$ cat config.mk
export PLATFORM = sky130hd
export DESIGN_NAME = mesi_line_ctrl
export DESIGN_NICKNAME = d
export VERILOG_FILES = /design/src/rtl/mesi_pkg.sv /design/src/rtl/mesi_tag_array.sv /design/src/rtl/mesi_snoop_resp.sv /design/src/rtl/mesi_cpu_ctrl.sv /design/src/rtl/mesi_line_ctrl.sv
export SDC_FILE = /design/constraint.sdc
export NUM_CORES = 1
export LEC_CHECK = 0
export BUFFER_PORTS_ARGS = -buffer_cell sky130_fd_sc_hd__buf_2
export CORE_MARGIN = 2
export CORE_UTILIZATION = 31
export CTS_CLUSTER_DIAMETER = 50
export DETAILED_ROUTE_END_ITERATION = 8
export SYNTH_ARGS = -nofsm -noshare
export SYNTH_HDL_FRONTEND = slang
export SYNTH_SLANG_ARGS = --single-unit
$ cat constraint.sdc
create_clock -name clk -period 6.6 [get_ports clk]
set_input_delay 0 -clock clk [delete_from_list [all_inputs] [get_ports clk]]
set_output_delay 0 -clock clk [all_outputs]
set_load 0.01 [all_outputs]
$ cat src/rtl/mesi_pkg.sv
package mesi_pkg;

    typedef enum logic [1:0] {
        LN_I = 2'b00,
        LN_S = 2'b01,
        LN_E = 2'b10,
        LN_M = 2'b11
    } line_st_t;

    typedef enum logic [1:0] {
        BQ_RD  = 2'd0,
        BQ_RDX = 2'd1,
        BQ_WB  = 2'd2
    } bus_op_t;

    typedef enum logic [1:0] {
        CF_IDLE,
        CF_EVICT,
        CF_FILL
    } ctrl_st_t;

endpackage

$ cat src/rtl/mesi_tag_array.sv
module mesi_tag_array
    import mesi_pkg::*;
#(
    parameter int INDEX_W = 3,
    parameter int TAG_W   = 13
) (
    input  logic               clk,
    input  logic               rst_n,
    input  logic [INDEX_W-1:0] a_idx,
    output line_st_t           a_state,
    output logic [TAG_W-1:0]   a_tag,
    input  logic [INDEX_W-1:0] b_idx,
    output line_st_t           b_state,
    output logic [TAG_W-1:0]   b_tag,
    input  logic               cw_en,
    input  logic [INDEX_W-1:0] cw_idx,
    input  line_st_t           cw_state,
    input  logic [TAG_W-1:0]   cw_tag,
    input  logic               sw_en,
    input  logic [INDEX_W-1:0] sw_idx,
    input  line_st_t           sw_state
);

    localparam int LINES = 1 << INDEX_W;

    typedef struct packed {
        logic [LINES-1:0][1:0]       st;
        logic [LINES-1:0][TAG_W-1:0] tag;
    } arr_t;

    arr_t arr_d, arr_q;

    always_comb begin
        arr_d = arr_q;
        if (cw_en) begin
            arr_d.st[cw_idx]  = cw_state;
            arr_d.tag[cw_idx] = cw_tag;
        end
        // snoop port is applied last so it wins on a shared index
        if (sw_en) begin
            arr_d.st[sw_idx] = sw_state;
        end
    end

    always_ff @(posedge clk or negedge rst_n) begin
        if (!rst_n) begin
            arr_q <= '0;
        end else begin
            arr_q <= arr_d;
        end
    end

    assign a_state = line_st_t'(arr_q.st[a_idx]);
    assign a_tag   = arr_q.tag[a_idx];
    assign b_state = line_st_t'(arr_q.st[b_idx]);
    assign b_tag   = arr_q.tag[b_idx];

    // a snoop-side update is what the line holds one cycle later
    a_r6_snoop_update_lands: assert property (@(posedge clk) disable iff (!rst_n)
        sw_en |=> arr_q.st[$past(sw_idx)] == $past(sw_state));

endmodule

$ cat src/rtl/mesi_snoop_resp.sv
module mesi_snoop_resp
    import mesi_pkg::*;
#(
    parameter int TAG_W = 13
) (
    input  logic             snp_valid,
    input  logic             snp_excl,
    input  logic [TAG_W-1:0] snp_tag,
    input  line_st_t         line_state,
    input  logic [TAG_W-1:0] line_tag,
    output logic             shared_o,
    output logic             supply_o,
    output logic             memwb_o,
    output logic             wr_en,
    output line_st_t         wr_state
);

    logic hit;

    always_comb begin
        hit      = snp_valid && (line_state != LN_I) && (line_tag == snp_tag);
        shared_o = hit;
        supply_o = 1'b0;
        memwb_o  = 1'b0;
        wr_en    = hit;
        wr_state = snp_excl ? LN_I : LN_S;
        if (hit) begin
            unique case (line_state)
                LN_M: begin
                    supply_o = 1'b1;
                    memwb_o  = 1'b1;
                end
                LN_E: begin
                    supply_o = !snp_excl;
                end
                default: begin
                end
            endcase
        end
    end

endmodule

$ cat src/rtl/mesi_cpu_ctrl.sv
module mesi_cpu_ctrl
    import mesi_pkg::*;
#(
    parameter int ADDR_W  = 16,
    parameter int INDEX_W = 3
) (
    input  logic                      clk,
    input  logic                      rst_n,
    input  logic                      req_valid,
    input  logic                      req_write,
    input  logic [ADDR_W-1:0]         req_addr,
    input  line_st_t                  line_state,
    input  logic [ADDR_W-INDEX_W-1:0] line_tag,
    input  logic                      conflict,
    input  logic                      bus_gnt,
    input  logic                      bus_shared_in,
    output logic                      ready,
    output logic                      breq_valid,
    output logic [1:0]                breq_kind,
    output logic [ADDR_W-1:0]         breq_addr,
    output logic                      wr_en,
    output line_st_t                  wr_state,
    output logic [ADDR_W-INDEX_W-1:0] wr_tag
);

    localparam int TAG_W = ADDR_W - INDEX_W;

    typedef struct packed {
        ctrl_st_t fsm;
        logic     excl;
    } cur_t;

    cur_t cur_d, cur_q;

    logic [TAG_W-1:0]   req_tag;
    logic [INDEX_W-1:0] req_idx;
    logic               hit;

    assign req_tag = req_addr[ADDR_W-1:INDEX_W];
    assign req_idx = req_addr[INDEX_W-1:0];

    always_comb begin
        cur_d      = cur_q;
        ready      = 1'b0;
        wr_en      = 1'b0;
        wr_state   = LN_I;
        wr_tag     = req_tag;
        hit        = (line_state != LN_I) && (line_tag == req_tag);
        breq_valid = (cur_q.fsm != CF_IDLE);
        breq_kind  = (cur_q.fsm == CF_EVICT) ? BQ_WB : (cur_q.excl ? BQ_RDX : BQ_RD);
        breq_addr  = (cur_q.fsm == CF_EVICT) ? {line_tag, req_idx} : req_addr;
        unique case (cur_q.fsm)
            CF_IDLE: begin
                if (req_valid && !conflict) begin
                    if (hit && (!req_write || line_state != LN_S)) begin
                        ready = 1'b1;
                        if (req_write && line_state == LN_E) begin
                            wr_en    = 1'b1;
                            wr_state = LN_M;
                            wr_tag   = line_tag;
                        end
                    end else if (hit) begin
                        cur_d.fsm  = CF_FILL;
                        cur_d.excl = 1'b1;
                    end else if (line_state == LN_M) begin
                        cur_d.fsm = CF_EVICT;
                    end else begin
                        cur_d.fsm  = CF_FILL;
                        cur_d.excl = req_write;
                    end
                end
            end
            CF_EVICT: begin
                if (conflict) begin
                    cur_d.fsm = CF_IDLE;
                end else if (bus_gnt) begin
                    wr_en     = 1'b1;
                    wr_state  = LN_I;
                    wr_tag    = line_tag;
                    cur_d.fsm = CF_IDLE;
                end
            end
            CF_FILL: begin
                if (conflict) begin
                    cur_d.fsm = CF_IDLE;
                end else if (bus_gnt) begin
                    wr_en     = 1'b1;
                    wr_state  = cur_q.excl ? LN_M : (bus_shared_in ? LN_S : LN_E);
                    cur_d.fsm = CF_IDLE;
                end
            end
            default: cur_d.fsm = CF_IDLE;
        endcase
    end

    always_ff @(posedge clk or negedge rst_n) begin
        if (!rst_n) begin
            cur_q <= '{fsm: CF_IDLE, excl: 1'b0};
        end else begin
            cur_q <= cur_d;
        end
    end

    // a same-index snoop never lets the processor request complete
    a_r8_conflict_stalls: assert property (@(posedge clk) disable iff (!rst_n)
        (req_valid && conflict) |-> !ready);

    // a write-back is only ever requested for a dirty victim
    a_r9_writeback_of_dirty: assert property (@(posedge clk) disable iff (!rst_n)
        (breq_valid && breq_kind == BQ_WB) |-> line_state == LN_M);

    // a grant without conflict closes the bus request by the next cycle
    a_r2_grant_closes_request: assert property (@(posedge clk) disable iff (!rst_n)
        (breq_valid && bus_gnt && !conflict) |=> !breq_valid);

    // completion and bus traffic never coincide
    a_r4_ready_without_bus: assert property (@(posedge clk) disable iff (!rst_n)
        ready |-> !breq_valid);

endmodule

$ cat src/rtl/mesi_line_ctrl.sv
module mesi_line_ctrl
    import mesi_pkg::*;
#(
    parameter int ADDR_W  = 16,
    parameter int INDEX_W = 3
) (
    input  logic              clk,
    input  logic              rst_n,
    input  logic              cpu_req_valid,
    input  logic              cpu_req_write,
    input  logic [ADDR_W-1:0] cpu_req_addr,
    output logic              cpu_ready,
    input  logic              snp_valid,
    input  logic              snp_excl,
    input  logic [ADDR_W-1:0] snp_addr,
    output logic              snp_shared,
    output logic              snp_supply,
    output logic              snp_memwb,
    output logic              bus_req_valid,
    output logic [1:0]        bus_req_kind,
    output logic [ADDR_W-1:0] bus_req_addr,
    input  logic              bus_gnt,
    input  logic              bus_shared_in
);

    localparam int TAG_W = ADDR_W - INDEX_W;

    logic [INDEX_W-1:0] cpu_idx, snp_idx;
    logic [TAG_W-1:0]   snp_tag;
    logic               conflict;

    line_st_t           c_state, s_state, cw_state, sw_state;
    logic [TAG_W-1:0]   c_tag, s_tag, cw_tag;
    logic               cw_en, sw_en;

    assign cpu_idx  = cpu_req_addr[INDEX_W-1:0];
    assign snp_idx  = snp_addr[INDEX_W-1:0];
    assign snp_tag  = snp_addr[ADDR_W-1:INDEX_W];
    assign conflict = snp_valid && (snp_idx == cpu_idx);

    mesi_tag_array #(.INDEX_W(INDEX_W), .TAG_W(TAG_W)) u_array (
        .clk      (clk),
        .rst_n    (rst_n),
        .a_idx    (cpu_idx),
        .a_state  (c_state),
        .a_tag    (c_tag),
        .b_idx    (snp_idx),
        .b_state  (s_state),
        .b_tag    (s_tag),
        .cw_en    (cw_en),
        .cw_idx   (cpu_idx),
        .cw_state (cw_state),
        .cw_tag   (cw_tag),
        .sw_en    (sw_en),
        .sw_idx   (snp_idx),
        .sw_state (sw_state)
    );

    mesi_snoop_resp #(.TAG_W(TAG_W)) u_snoop (
        .snp_valid  (snp_valid),
        .snp_excl   (snp_excl),
        .snp_tag    (snp_tag),
        .line_state (s_state),
        .line_tag   (s_tag),
        .shared_o   (snp_shared),
        .supply_o   (snp_supply),
        .memwb_o    (snp_memwb),
        .wr_en      (sw_en),
        .wr_state   (sw_state)
    );

    mesi_cpu_ctrl #(.ADDR_W(ADDR_W), .INDEX_W(INDEX_W)) u_cpu (
        .clk           (clk),
        .rst_n         (rst_n),
        .req_valid     (cpu_req_valid),
        .req_write     (cpu_req_write),
        .req_addr      (cpu_req_addr),
        .line_state    (c_state),
        .line_tag      (c_tag),
        .conflict      (conflict),
        .bus_gnt       (bus_gnt),
        .bus_shared_in (bus_shared_in),
        .ready         (cpu_ready),
        .breq_valid    (bus_req_valid),
        .breq_kind     (bus_req_kind),
        .breq_addr     (bus_req_addr),
        .wr_en         (cw_en),
        .wr_state      (cw_state),
        .wr_tag        (cw_tag)
    );

    // the shared line only answers an actual snoop
    a_r7_shared_only_on_snoop: assert property (@(posedge clk) disable iff (!rst_n)
        snp_shared |-> snp_valid);

endmodule

==> flow_summary.ini, run 1 <==
[run_status]
status = complete, no violations

[synth]
synth.top_cell.area_share = 0.387
synth-compound-area-share = 0.0949
synthMuxAreaShare = 0.341
yosysWarnings = 0
ys_top_cells_by_area = dfrtp_1, mux2_1, mux4_2
avgSynthCellArea_um2 = 11.9
yosysSeqAreaShare = 0.387
synth_edf_count = 0
yosys.area_share.simple = 0.0964
synth_area_mm2 = 0.00795
synth_flop_cell = dfrtp_1
synth-seq-cells = 123
synth_top_family_by_area = multiplexers
syn_inst = 669
async_flop_share = 1.00
synth_nets = 713
yosys-top-cells-count = dfrtp_1, mux2_1, mux2i_1
yosys.area.top_type = dfrtp_1
synth.distinct_cells = 66
synth.most_common_cell = dfrtp_1
synthAdderAreaFrac = 0.00630
synthXorXnorAreaFrac = 0.0285

[pwr]
leakage_nw = 3.88
combPwrFrac = 0.315
switching_share = 0.327
clkPwrFrac = 0.291
net-switching-power_w = 0.00112
power.density_mw_per_mm2 = 377
ir_worst_vdd_mv = 0.184
p_int_w = 0.00230
power.share.sequential = 0.394

[floorplan]
initial_core_util = 0.316
io_pins = 63
rows = 58
dieArea_mm2 = 0.0269
fp.dieW_um = 164
fp.coreArea_mm2 = 0.0252
die_h_um = 164

[cts]
clk_path_buf_depth = 2
cts_post_setup_buffers_inserted = 0
ctsHtreeMaxLevel = 4
cts.repair.resized = 0
cts_root_buffer = clkbuf_16
clk_pin_slew_ps = 60
cts_tree = built
cts.sinks = 123
numCtsBuffers = 17
clock_latency_ps = 420

[placed_design]
port_buffers = 62
gp_congestion = 0.840
place_area_mm2 = 0.00841
hpwl_mm = 15.3
place_inst = 1023

[cells_and_area]
fin_cells = 1059
final_nets = 760
drive_above_1_share = 0.221
final_area_mm2 = 0.00907
antenna_cells = 0
area_growth_pct = 14.2

[global_route]
grt_pass1_wl_mm = 35.9
track_usage = 0.179
use_met3 = 0.0303
grt_max_degree = 65
grtUsageMet1 = 0.242
grt_busiest_layer = met2
met2_usage = 0.284
grt_overflow = 0
grt_pass1_vias = 6063
antenna_found_initial = 0

[sta]
max_freq_ghz = 0.282
slew_headroom = 0.275
final-max-slew-violation-count = 0
tns_ps = 0
fin_skew_ps = 7.39
setup_viol = 0
layout_worst_path_cycle_share = 0.537
worst_pin_slew_ps = 1080
period_needed_ps = 3540
hold_viol = 0
rsz0062_at_grt = false

[worst_setup_path]
worst_ep_arrival_time_ps = 3840
critical_path.endpoint_type = register
crit_type = in2reg
path_max_fanout = 18
start_kind = input port
worstPathRequired_ps = 6890

[detailed_routing]
wl_per_cell_um = 21.5
via_count = 5776
wirelength_mm = 22.8
dr.first_iter.drc_count = 459
drtAntennaViolNets = 0
drtPass1Iterations = 5
drc = 0
vias_per_cell = 5.45

[worst_hold_path]
min_path_type = in2reg

[job]
drv_cap = 0
-- power by group through the flow --
stage	clock (W)	sequential [W]	combinational, W
final	0.000994	0.00135	0.00108
after global routing	0.00104	0.00139	0.00119
after CTS	0.00101	0.00134	0.00108
after detailed placement	0	0.00135	0.00107
after global placement	0	0.00134	0.00105
after floorplan	0	0.00126	0.000847
-- logic make-up (layout without fill, tap and decap cells) --
kind of cell / count (synthesis) / in the layout
compound gates: 99 / 99
simple gates: 148 / 148
fa+ha+maj: 4 / 4
buf+inv: 59 / 119
mux: 211 / 211
flops: 123 / 123
xor+xnor: 25 / 25
-- worst max-delay path: stages --
cell and delay (ps):
buf_2 420, buf_4 360, mux4_2 580, mux2i_4 220, xor2_2 290, o21ai_2 120
nor4_4 340, nand3b_4 300, a21oi_4 770, mux2_1 390
-- cell type report --
type | count | area, um2
clock buffer | 20 | 457
inverter | 17 | 63.8
clock inverter | 12 | 169
tap | 330 | 413
sequential | 123 | 3080
multi-input combinational | 487 | 4510
fill | 2469 | 16100
timing repair buffer | 70 | 383
-- metal layers --
metal  wire (um)  share of wire  vias to the layer above
met5           0              0                        -
met4         688          0.030                        0
met3        1400          0.061                       35
met2       10500           0.46                      216
met1       10200           0.45                     2939
li1            -              -                     2586
-- repair_timing --
item	CTS	global route
setup endpoints to repair	0	0
hold buffers	4	0
hold endpoints to repair	72	0
-- path summary, 6_finish.rpt --
| check | from | slack, ps | depth (start not counted) | end |
|---|---|---|---|---|
| worst max-delay path | cpu_req_addr[0] | 3060 | 10 | register |
| worst max register to register | register | 3070 | 8 | register |
| max in group asynchronous | rst_n | 5030 | 3 | asynchronous set/reset pin |
| worst min-delay path | cpu_req_valid | 50 | 6 | u_cpu.cur_q[0] |
| worst min register to register | register | 500 | 1 | register |
| min in group asynchronous | rst_n | 240 | 2 | asynchronous set/reset pin |
-- cell usage in the layout (no fill, tap or decap), types with 5 or more instances in the layout --
master     Yosys  layout
clkinv_2       0       5
nand4_1        5       5
mux4_2        34      34
nand2_1       44      44
inv_1         15      15
o22ai_1        5       5
o21ai_0       18      18
a21oi_4        8       8
nand3_1       12      12
nand3b_1       7       7
nor2_1        31      31
xnor2_1       10      10
a21oi_1       18      18
mux2i_1       58      58
xor2_1        14      14
mux2_1       110     110
a221o_1        5       5
nor3_1        14      14
dfrtp_1      123     123
o2bb2ai_1     10      10
clkbuf_16      0      17
nor2b_1        9       9
o21ai_1        6       6
buf_2         11      61
buf_4          6       5
mux2_2         6       6
-- metrics by stage --
step	hold slack [ps]	power (W)	utilization	setup WS, ps
final	52.2	0.00342	0.360	3060
after global routing	105	0.00362	0.360	2840
after CTS	40.3	0.00343	0.360	3070
after detailed placement	172	0.00242	0.334	2660
after global placement	172	0.00240	0.334	2660
after floorplan	-296	0.00210	-	3880
Power figures use the tool's default switching activity.
==> run 2, diff against run 1 <==
==> constraint.sdc (replaced) <==
create_clock -name clk -period 3.6 [get_ports clk]
set_input_delay 0 -clock clk [delete_from_list [all_inputs] [get_ports clk]]
set_output_delay 0 -clock clk [all_outputs]
set_load 0.01 [all_outputs]
==> run 2 against run 1 <==
  * Sequential share of layout area down 1.4 points
  * Largest cell class unchanged
  * Routed wire length up 6.6%
  * Via count up 3.5%
  * Largest power group unchanged
==> flow_summary.ini, run 2 (synthesis results as in run 1) <==
[floorplan]
initial_core_util = 0.316
dieArea_mm2 = 0.0269
fp.coreArea_mm2 = 0.0252
fp.dieW_um = 164
die_h_um = 164
io_pins = 63
rows = 58

[cells_and_area]
antenna_cells = 0
drive_above_1_share = 0.257
final_nets = 798
area_growth_pct = 19.2
nFillCells = 2417
final_util = 0.376
final_common_cell = dfrtp_1
seq_area_mm2 = 0.00308
final_cell_mix = dfrtp_1, mux2_1, buf_2, mux2i_1, nand2_1
multi_input_area_mm2 = 0.00451

[placed_design]
port_buffers = 62
hpwl_mm = 17.6
gp_congestion = 0.849

[global_route]
track_usage = 0.188
grt_pass1_wl_mm = 37.1
grt_max_degree = 75
grt_overflow = 0
grt_pass1_vias = 6069
antenna_found_initial = 0

[pwr]
ir_worst_vdd_mv = 0.252
leakage_nw = 4.08
power.density_mw_per_mm2 = 668
total_power_w = 0.00633

[worst_setup_path]
regToRegSetupSlack_ps = 270
reg2reg_depth = 10
start_kind = register
crit_type = reg2reg
worstPathRequired_ps = 3900
cp_top_family = simple AND/OR/NAND/NOR gates
cp_cell_sequence = mux4_2 > mux2i_1 > xor2_1 > buf_4 > and3_1 > nand3_1 > or4b_1 > o2111ai_1 > dlygate4sd3_1 > nand2_1
worst_ep_arrival_time_ps = 3630
path_buf_inv = 2
r2r_end = u_cpu.cur_q[0]
critical_path.endpoint_type = register
path_max_fanout = 4
cpMaxStageDelayCell = or4b_1
critPathMaxStageDelay_ps = 590

[sta]
period_needed_ps = 3330
max_freq_ghz = 0.300
fin_skew_ps = 12.3
worst_pin_slew_ps = 987
hold_viol = 0
tns_ps = 0
rsz0062_at_grt = false
layout_worst_path_cycle_share = 0.925
final-max-slew-violation-count = 0
hold_ws_ps = 67.3
slew_headroom = 0.342
setup_viol = 0

[cts]
numCtsBuffers = 17
ctsHtreeMaxLevel = 4
clk_path_buf_depth = 2
clk_pin_slew_ps = 60
cts_tree = built
cts_post_setup_buffers_inserted = 0
cts.sinks = 123
clock_latency_ps = 420
cts_root_buffer = clkbuf_16

[job]
drv_cap = 0

[run_status]
status = complete, no violations

[worst_hold_path]
hold_path_depth = 6
min-delay-start = cpu_req_valid
worstHoldEndpoint = u_cpu.cur_q[0]
min_path_type = in2reg

[detailed_routing]
wl_per_cell_um = 22.2
vias_per_cell = 5.45
via_count = 5977
dr.first_iter.drc_count = 485
drc = 0
drtPass1Iterations = 6
drtAntennaViolNets = 0
wirelength_mm = 24.3
run 2: cell types whose count changed in the layout (fill, tap and decap cells not counted):
cell,change
buf_12,+11
buf_4,+27
bufinv_16,-1
clkbuf_1,+2
clkinv_2,-4
clkinv_4,+1
clkinvlp_4,+3
inv_6,-1
run 2: how the worst max path moves through the flow:
stage,endpoint,slack (ps),depth (start not counted)
after floorplan,register,880,10
after global placement,register,280,11
after detailed placement,register,200,11
after CTS,u_cpu.cur_q[0],300,10
after global routing,u_cpu.cur_q[0],130,10
final,u_cpu.cur_q[0],270,10
run 2: timing repair:
action,in CTS,in global routing
hold endpoints to repair,81,0
hold buffers,4,0
gates resized for setup,0,0
run 2: power by group:
group / leakage (nW) / switching [W] / internal [W]
logic: 2.26 / 0.00100 / 0.00109
registers: 1.54 / 0.000475 / 0.00200
clock network: 0.279 / 0.000636 / 0.00112
run 2: stage by stage:
step	setup WS, ps	cell area, um2	instances
2_1_floorplan	877	7950	669
3_3_place_gp	279	8830	1061
3_5_place_dp	199	8830	1061
4_1_cts	304	9480	1097
5_1_grt	128	9480	1097
6_report	270	9480	1097
run 2: layer usage:
metal | track usage | wire (um) | share of wire | up-vias
met5 | 0 | 0 | 0 | -
met4 | 0.0793 | 784 | 0.032 | 0
met3 | 0.0364 | 1440 | 0.059 | 45
met2 | 0.295 | 11400 | 0.47 | 219
met1 | 0.253 | 10700 | 0.44 | 3043
li1 | - | - | - | 2670
run 2: tightest hold or removal path, cell delays in order:
cell and delay [ps]:
buf_2 110, nand2_1 70, nor2_1 60, nand2_1 70, o21ai_0 70, nand2_1 50
run 2: layout make-up:
class | instances | area share
clock inverters | 10 | 0.0149
multi-input cells | 487 | 0.476
clock buffers | 22 | 0.0490
flip-flops and latches | 123 | 0.325
well taps | 330 | 0.0436
inverters | 17 | 0.00673
repair buffers | 108 | 0.0850
